File: config.mk
export PLATFORM = sky130hd
export DESIGN_NAME = intr_coalescer
export DESIGN_NICKNAME = d
export VERILOG_FILES = /design/src/rtl/irqc_pkg.sv /design/src/rtl/irqc_ring.sv /design/src/rtl/irqc_tx.sv /design/src/rtl/irqc_rx.sv /design/src/rtl/intr_coalescer.sv
export SDC_FILE = /design/constraint.sdc
export NUM_CORES = 1
export LEC_CHECK = 0
export ABC_AREA = 1
export BUFFER_PORTS_ARGS = -buffer_cell sky130_fd_sc_hd__buf_4
export CAP_MARGIN = 20
export CORE_MARGIN = 4
export CORE_UTILIZATION = 45
export DETAILED_ROUTE_END_ITERATION = 16
export PLACE_DENSITY_LB_ADDON = 0.08
export SYNTH_ARGS = -nofsm -noshare
export SYNTH_HDL_FRONTEND = slang
export SYNTH_SLANG_ARGS = --single-unit
File: constraint.sdc
create_clock -name clk -period 3 [get_ports clk]
set_clock_uncertainty 0.1 [all_clocks]
set_input_delay 0.45 -clock clk [delete_from_list [all_inputs] [get_ports clk]]
set_output_delay 0.45 -clock clk [all_outputs]
set_load 0.02 [all_outputs]
File: src/rtl/irqc_pkg.sv
package irqc_pkg;
  parameter int BYTES_W = 16;
  parameter int DESC_SH = 4;
  parameter int IDX_W   = BYTES_W - DESC_SH;
  parameter int CNT_W   = 17;

  typedef logic [IDX_W-1:0] idx_t;
  typedef logic [CNT_W-1:0] cnt_t;

  function automatic idx_t ring_len(input logic [BYTES_W-1:0] bytes);
    return idx_t'(bytes >> DESC_SH);
  endfunction

  function automatic idx_t ring_pending(input idx_t head, input idx_t tail, input idx_t len);
    if (tail >= head) return idx_t'(tail - head);
    return idx_t'(tail + len - head);
  endfunction

  function automatic cnt_t sat_add(input cnt_t a, input cnt_t b);
    logic [CNT_W:0] s;
    s = {1'b0, a} + {1'b0, b};
    return s[CNT_W] ? {CNT_W{1'b1}} : s[CNT_W-1:0];
  endfunction

  function automatic cnt_t widen(input idx_t v);
    return cnt_t'(v);
  endfunction
endpackage

File: src/rtl/irqc_ring.sv
module irqc_ring
  import irqc_pkg::*;
#(
  parameter int MARGIN = 5
) (
  input  logic [BYTES_W-1:0] ring_bytes,
  input  idx_t               head_idx,
  input  idx_t               tail_idx,
  output idx_t               pending,
  output idx_t               thresh
);
  idx_t len;
  always_comb begin
    len     = ring_len(ring_bytes);
    pending = ring_pending(head_idx, tail_idx, len);
    thresh  = (len > idx_t'(MARGIN)) ? idx_t'(len - idx_t'(MARGIN)) : '0;
  end
endmodule

File: src/rtl/irqc_tx.sv
module irqc_tx
  import irqc_pkg::*;
#(
  parameter int BURST = 4
) (
  input  logic clk,
  input  logic rst_n,
  input  logic tx_req,
  input  logic tx_done,
  input  idx_t pending,
  input  idx_t thresh,
  input  logic clr,
  output logic tx_accept,
  output logic tx_fire,
  output logic tx_sched,
  output logic acc_nz
);
  cnt_t acc;
  cnt_t sum;
  logic near_full;

  always_comb begin
    sum       = sat_add(acc, widen(pending));
    near_full = sum >= widen(thresh);
    tx_fire   = tx_done && near_full;
    tx_sched  = tx_done && !near_full;
    tx_accept = tx_req && !((acc > cnt_t'(BURST)) && !near_full);
    acc_nz    = acc != '0;
  end

  always_ff @(posedge clk or negedge rst_n) begin
    if (!rst_n)       acc <= '0;
    else if (tx_fire) acc <= '0;
    else if (tx_done) acc <= sum;
    else if (clr)     acc <= '0;
  end

  // a firing pass leaves the accumulator empty
  a_r3_acc_cleared: assert property (@(posedge clk) disable iff (!rst_n)
    tx_fire |=> !acc_nz);
  // a small accumulator never blocks a request
  a_r2_early_pass: assert property (@(posedge clk) disable iff (!rst_n)
    (tx_req && acc <= cnt_t'(BURST)) |-> tx_accept);
endmodule

File: src/rtl/irqc_rx.sv
module irqc_rx
  import irqc_pkg::*;
#(
  parameter int SENTINEL = 100000
) (
  input  logic clk,
  input  logic rst_n,
  input  logic rx_evt,
  input  logic thr_hit,
  input  logic clr,
  output logic rx_fire,
  output logic rx_sched,
  output logic cnt_nz
);
  localparam cnt_t SENT = cnt_t'(SENTINEL);
  cnt_t cnt;
  logic first, thr_now;

  always_comb begin
    first    = cnt == '0;
    thr_now  = thr_hit && (cnt < SENT);
    rx_fire  = rx_evt && (first || thr_now);
    rx_sched = rx_evt && !rx_fire;
    cnt_nz   = !first;
  end

  always_ff @(posedge clk or negedge rst_n) begin
    if (!rst_n) cnt <= '0;
    else if (rx_evt) begin
      if (first)        cnt <= cnt_t'(1);
      else if (thr_now) cnt <= SENT;
      else              cnt <= sat_add(cnt, cnt_t'(1));
    end else if (clr)   cnt <= '0;
  end

  // once the sentinel is reached no receive event fires
  a_r6_once: assert property (@(posedge clk) disable iff (!rst_n)
    (rx_evt && cnt >= SENT) |-> !rx_fire);
  // the first event of a window leaves the counter at one
  a_r5_first: assert property (@(posedge clk) disable iff (!rst_n)
    (rx_evt && first) |=> (cnt == cnt_t'(1)));
endmodule

File: src/rtl/intr_coalescer.sv
module intr_coalescer
  import irqc_pkg::*;
#(
  parameter int CAUSE_W  = 8,
  parameter int THR_BIT  = 4,
  parameter int BURST    = 4,
  parameter int MARGIN   = 5,
  parameter int SENTINEL = 100000
) (
  input  logic               clk,
  input  logic               rst_n,
  input  logic [BYTES_W-1:0] ring_bytes,
  input  logic [IDX_W-1:0]   head_idx,
  input  logic [IDX_W-1:0]   tail_idx,
  input  logic               tx_req,
  input  logic               tx_done,
  input  logic [CAUSE_W-1:0] tx_cause,
  input  logic               rx_evt,
  input  logic [CAUSE_W-1:0] rx_cause,
  input  logic               flush_strobe,
  output logic               irq_pulse,
  output logic [CAUSE_W-1:0] irq_vec,
  output logic               tx_go
);
  idx_t pending, thresh;
  logic tx_accept, tx_fire, tx_sched, acc_nz;
  logic rx_fire, rx_sched, cnt_nz;
  logic pend_flag, flush_due;
  logic [CAUSE_W-1:0] held, held_next;
  logic fire_now, any_evt, flush_req, flush_go, flush_act;

  irqc_ring #(.MARGIN(MARGIN)) u_ring (
    .ring_bytes(ring_bytes), .head_idx(head_idx), .tail_idx(tail_idx),
    .pending(pending), .thresh(thresh));

  irqc_tx #(.BURST(BURST)) u_tx (
    .clk(clk), .rst_n(rst_n), .tx_req(tx_req), .tx_done(tx_done),
    .pending(pending), .thresh(thresh), .clr(flush_act),
    .tx_accept(tx_accept), .tx_fire(tx_fire), .tx_sched(tx_sched), .acc_nz(acc_nz));

  irqc_rx #(.SENTINEL(SENTINEL)) u_rx (
    .clk(clk), .rst_n(rst_n), .rx_evt(rx_evt), .thr_hit(rx_cause[THR_BIT]),
    .clr(flush_act), .rx_fire(rx_fire), .rx_sched(rx_sched), .cnt_nz(cnt_nz));

  always_comb begin
    held_next = held | (tx_done ? tx_cause : '0) | (rx_evt ? rx_cause : '0);
    fire_now  = tx_fire || rx_fire;
    any_evt   = tx_done || rx_evt;
    flush_req = (flush_strobe && pend_flag) || flush_due;
    flush_go  = flush_req && !any_evt;
    flush_act = flush_go && (acc_nz || cnt_nz);
  end

  always_ff @(posedge clk or negedge rst_n) begin
    if (!rst_n) begin
      held      <= '0;
      pend_flag <= 1'b0;
      flush_due <= 1'b0;
      irq_pulse <= 1'b0;
      irq_vec   <= '0;
      tx_go     <= 1'b0;
    end else begin
      held      <= (fire_now || flush_act) ? '0 : held_next;
      pend_flag <= (pend_flag && !flush_go) || tx_sched || rx_sched;
      flush_due <= flush_req && any_evt;
      irq_pulse <= fire_now || flush_act;
      irq_vec   <= fire_now ? held_next : (flush_act ? held : '0);
      tx_go     <= tx_accept || flush_act;
    end
  end

  // a near-full transmit pass reaches the interrupt output
  a_r3_tx_irq: assert property (@(posedge clk) disable iff (!rst_n)
    tx_fire |=> irq_pulse);
  // an immediate interrupt never coincides with a flush
  a_r10_priority: assert property (@(posedge clk) disable iff (!rst_n)
    fire_now |-> !flush_act);
  // an executed flush empties both counters
  a_r8_clears: assert property (@(posedge clk) disable iff (!rst_n)
    flush_act |=> (!acc_nz && !cnt_nz));
  // a flush over empty counters raises nothing
  a_r9_idle: assert property (@(posedge clk) disable iff (!rst_n)
    (flush_go && !acc_nz && !cnt_nz) |=> !irq_pulse);
  // a held transmit pass leaves a flush pending
  a_r4_sched: assert property (@(posedge clk) disable iff (!rst_n)
    tx_sched |=> pend_flag);
endmodule

==> out/summary.log <==
qor: layout.mostFrequentLayoutCell sky130_fd_sc_hd__buf_4
qor: sta.tightest_slew 0.841 ns
qor: placed_design.buffer_ports.inserted 67
qor: route.drt_iter0_markers 457
qor: synth.synth-seq-area-share 23.8%
qor: placed_design.post-place-cells 1260
qor: placed_design.rd_place_congestion 0.942
qor: clock_tree.ctsHtreeMaxLevel 2
qor: critical_path.timing.critical_path.from_type input port
qor: placed_design.dp_hpwl 14300 um
qor: clock_tree.cts.reportedPaths.clkPinSlew 0.06 ns
qor: route.detailed_route_vias_per_instance 5.11
qor: layout.area.sequential 1350 um^2
qor: critical_path.worstPathRequired 3.13 ns
qor: critical_path.r2r_setup_slack -0.56 ns
qor: grt.globalRouteTotalUtil 25.1%
qor: layout.instances_no_fill 1286
qor: sta.unrepaired_setup_endpoints_after_global_routing true
qor: synth.synthArstFlopShare 100%
qor: critical_path.critPathCaptureType flop
qor: synth.yosysWarnings 0
qor: sta.finalMaxSlewViolations 0
qor: job.number_of_max_cap_violations 0
qor: synth.ys_dominant_reg_cell sky130_fd_sc_hd__dfrtp_1
qor: die.floorplan.die_area 14500 um^2
qor: layout.finalInstanceArea 8540 um^2
qor: outcome.status finished, violations left
qor: route.drt_drc_violations_left 0
qor: critical_path.worstSetupPathType input port to flop
qor: critical_path.crit_slowest_cell sky130_fd_sc_hd__fa_1
qor: power_and_ir_drop.cellLeakagePower 4.66 nW
qor: layout.area.growth.synth_to_final 50.3%
qor: die.placementRows 40
qor: grt.first_pass_grt_wire_length 30100 um
qor: critical_path.worst-r2r-cell-count 24
qor: clock_tree.worstSkewPairLatency 0.30 ns
qor: route.drt.antenna.violating_nets 0
qor: die.ioPinCount 72
qor: synth.synth_edf_count 0
qor: die.height_of_the_chip 120 um
qor: grt.antenna_found_initial 0
qor: worst_hold_path.worstHoldPathType input port to async pin
qor: critical_path.critical_path_arrival 5.20 ns
qor: layout.nets 1243
qor: power_and_ir_drop.total_power 5.95 mW
qor: sta.finalSetupViolCount 31
qor: clock_tree.clock_sink_count 54
qor: route.finalWirelength 18000 um
qor: grt.largest_net_degree_at_the_start_of_global_routing 55
qor: layout.leading_cell_types_in_the_layout_fill_and_taps_excluded sky130_fd_sc_hd__buf_4, sky130_fd_sc_hd__nand2_1, sky130_fd_sc_hd__inv_1, sky130_fd_sc_hd__nor2_1, sky130_fd_sc_hd__nand3_1
qor: synth.synth.cell_area 5680 um^2
qor: grt.gr-total-overflow 0
qor: clock_tree.hold_buffers 0
qor: route.wire_per_inst 14.0 um
qor: sta.final-hold-violation-count 0
qor: placed_design.placed_area 7750 um^2
qor: layout.multi_input_comb_area 4230 um^2
qor: sta.layout_min_cycle_time 5.07 ns
qor: route.drt_pass1_iterations 5
qor: synth.syn_inst 863
qor: power_and_ir_drop.cellPowerDensity 696 nW/um^2
qor: grt.via_count_of_the_first_global_routing_pass 6591
qor: critical_path.r2r_end held[4]
qor: critical_path.cpPeakStageDelay 0.55 ns
qor: critical_path.worst_setup_path_startpoint head_idx[5]
qor: outcome.failed_checks negative setup slack
qor: die.die_w 120 um
qor: critical_path.timing.rr.start u_tx.acc[0]
qor: critical_path.path_max_fanout 5
qor: synth.ys_seq_elements 54
qor: critical_path.endpoint held[4]
qor: synth.synth_fp_nets 989
qor: clock_tree.tritoncts_clock_tree done
qor: layout.layout-drive-gt1-share 33.9%
qor: route.detailroute.via_count 6570
qor: synth.yosysUniqueCellTypes 42
qor: critical_path.worst_path_most_repeated_cell sky130_fd_sc_hd__nand2_1
qor: clock_tree.cts-root-buf sky130_fd_sc_hd__clkbuf_16
qor: synth.syn-mean-instance-area 6.58 um^2
qor: sta.final_worst_setup_slack -2.07 ns
qor: sta.timing.final.crit_share 169%
qor: die.floorplan.initialDensity 46.7%
qor: sta.fmax 197 MHz
qor: clock_tree.tritoncts.num_buffers 5
qor: die.floorplan.core_area 12200 um^2
qor: layout.antenna-diode-count 0
qor: clock_tree.clk_path_buf_depth 2
qor: power_and_ir_drop.max-vdd-ir-drop 0.346 mV
qor: sta.max_slew_margin 43.4%
qor: layout.number_of_inserted_filler_cells_in_the_final_layout 1035
critical path, delay by kind of cell:
kind            cells  cell delay, ns
buf+inv             7            0.74
fa+ha+maj           4            1.24
simple gates       28            2.31
compound gates      2            0.46
repair_timing:
action / CTS / global route
setup endpoints to repair: 31 / 31
pin swaps: 43 / 16
buffers inserted: 13 / 3
gates cloned: 1 / 1
gates resized for setup: 72 / 35
how the worst min path moves through the flow:
| stage | start | slack [ns] | endpoint | cells after the start |
|---|---|---|---|---|
| 4_1_cts | rst_n | 0.11 | u_rx.cnt[9] | 1 |
| 6_report | rst_n | 0.06 | u_rx.cnt[9] | 1 |
| 5_1_grt | rst_n | 0.14 | u_rx.cnt[9] | 1 |
| 2_1_floorplan | rst_n | 0.05 | flush_due | 0 |
| 3_5_place_dp | held[5] | 0.36 | irq_vec[5] | 2 |
| 3_3_place_gp | held[5] | 0.36 | irq_vec[5] | 2 |
layer usage:
metal	GRT usage [%]	share of wire (%)	vias to the layer above
met5	0	0	-
met4	6.73	1.9	0
met3	2.34	4.6	27
met2	45.4	51	182
met1	32.0	42	3080
li1	-	-	3281
Yosys cell counts, types with 7 or more instances:
library cell	instances	share of area [%]
sky130_fd_sc_hd__fa_1	13	4.6
sky130_fd_sc_hd__o21ai_0	43	3.8
sky130_fd_sc_hd__nand3_1	64	5.6
sky130_fd_sc_hd__xor2_1	19	2.9
sky130_fd_sc_hd__inv_1	166	11
sky130_fd_sc_hd__dfrtp_1	54	24
sky130_fd_sc_hd__xnor2_1	12	1.8
sky130_fd_sc_hd__nor2_1	80	5.3
sky130_fd_sc_hd__nor4_1	7	0.77
sky130_fd_sc_hd__nor3_1	8	0.70
sky130_fd_sc_hd__a21oi_1	49	4.3
sky130_fd_sc_hd__nand2_1	212	14
sky130_fd_sc_hd__o22ai_1	12	1.3
sky130_fd_sc_hd__ha_1	51	11
sky130_fd_sc_hd__nand4_1	15	1.7
cell type report:
class / count / area share, %
sequential: 54 / 15.8
timing repair buffer: 254 / 22.6
inverter: 166 / 7.44
multi-input combinational: 636 / 49.6
tap: 168 / 2.46
clock inverter: 2 / 0.454
clock buffer: 6 / 1.63
per-stage QoR:
stage | TNS, ns | setup slack [ns] | hold slack, ns | util [%]
2_1_floorplan | -57.62 | -1.90 | 0.0544 | -
3_3_place_gp | -76.81 | -2.51 | 0.357 | 63.8
3_5_place_dp | -77.85 | -2.56 | 0.362 | 63.8
4_1_cts | -59.42 | -1.95 | 0.113 | 68.7
5_1_grt | -69.63 | -2.31 | 0.137 | 70.2
6_report | -62.28 | -2.07 | 0.0630 | 70.2
sequential cells by signal, indices dropped and copies added (netlist names):
register and count:
held 8, irq_pulse 1, tx_go 1, u_tx.acc 17, u_rx.cnt 17, irq_vec 8
flush_due 1, pend_flag 1
cells by family (layout without fill, tap and decap cells):
| logic type | count (synthesis) | after routing | share of synthesized area, % |
|---|---|---|---|
| AND/OR/NAND/NOR | 411 | 413 | 31.3 |
| adder cells (fa/ha/maj) | 64 | 64 | 15.8 |
| AO/OA/AOI/OAI | 128 | 128 | 12.5 |
| XOR/XNOR | 31 | 31 | 4.78 |
| flip-flops | 54 | 54 | 23.8 |
| buffers and inverters | 175 | 428 | 11.8 |
where the power goes:
group	total, mW	switching [mW]	internal [mW]
clock	0.686	0.267	0.420
combinational	4.19	2.16	2.03
sequential	1.07	0.142	0.925
Power figures use the tool's default switching activity.
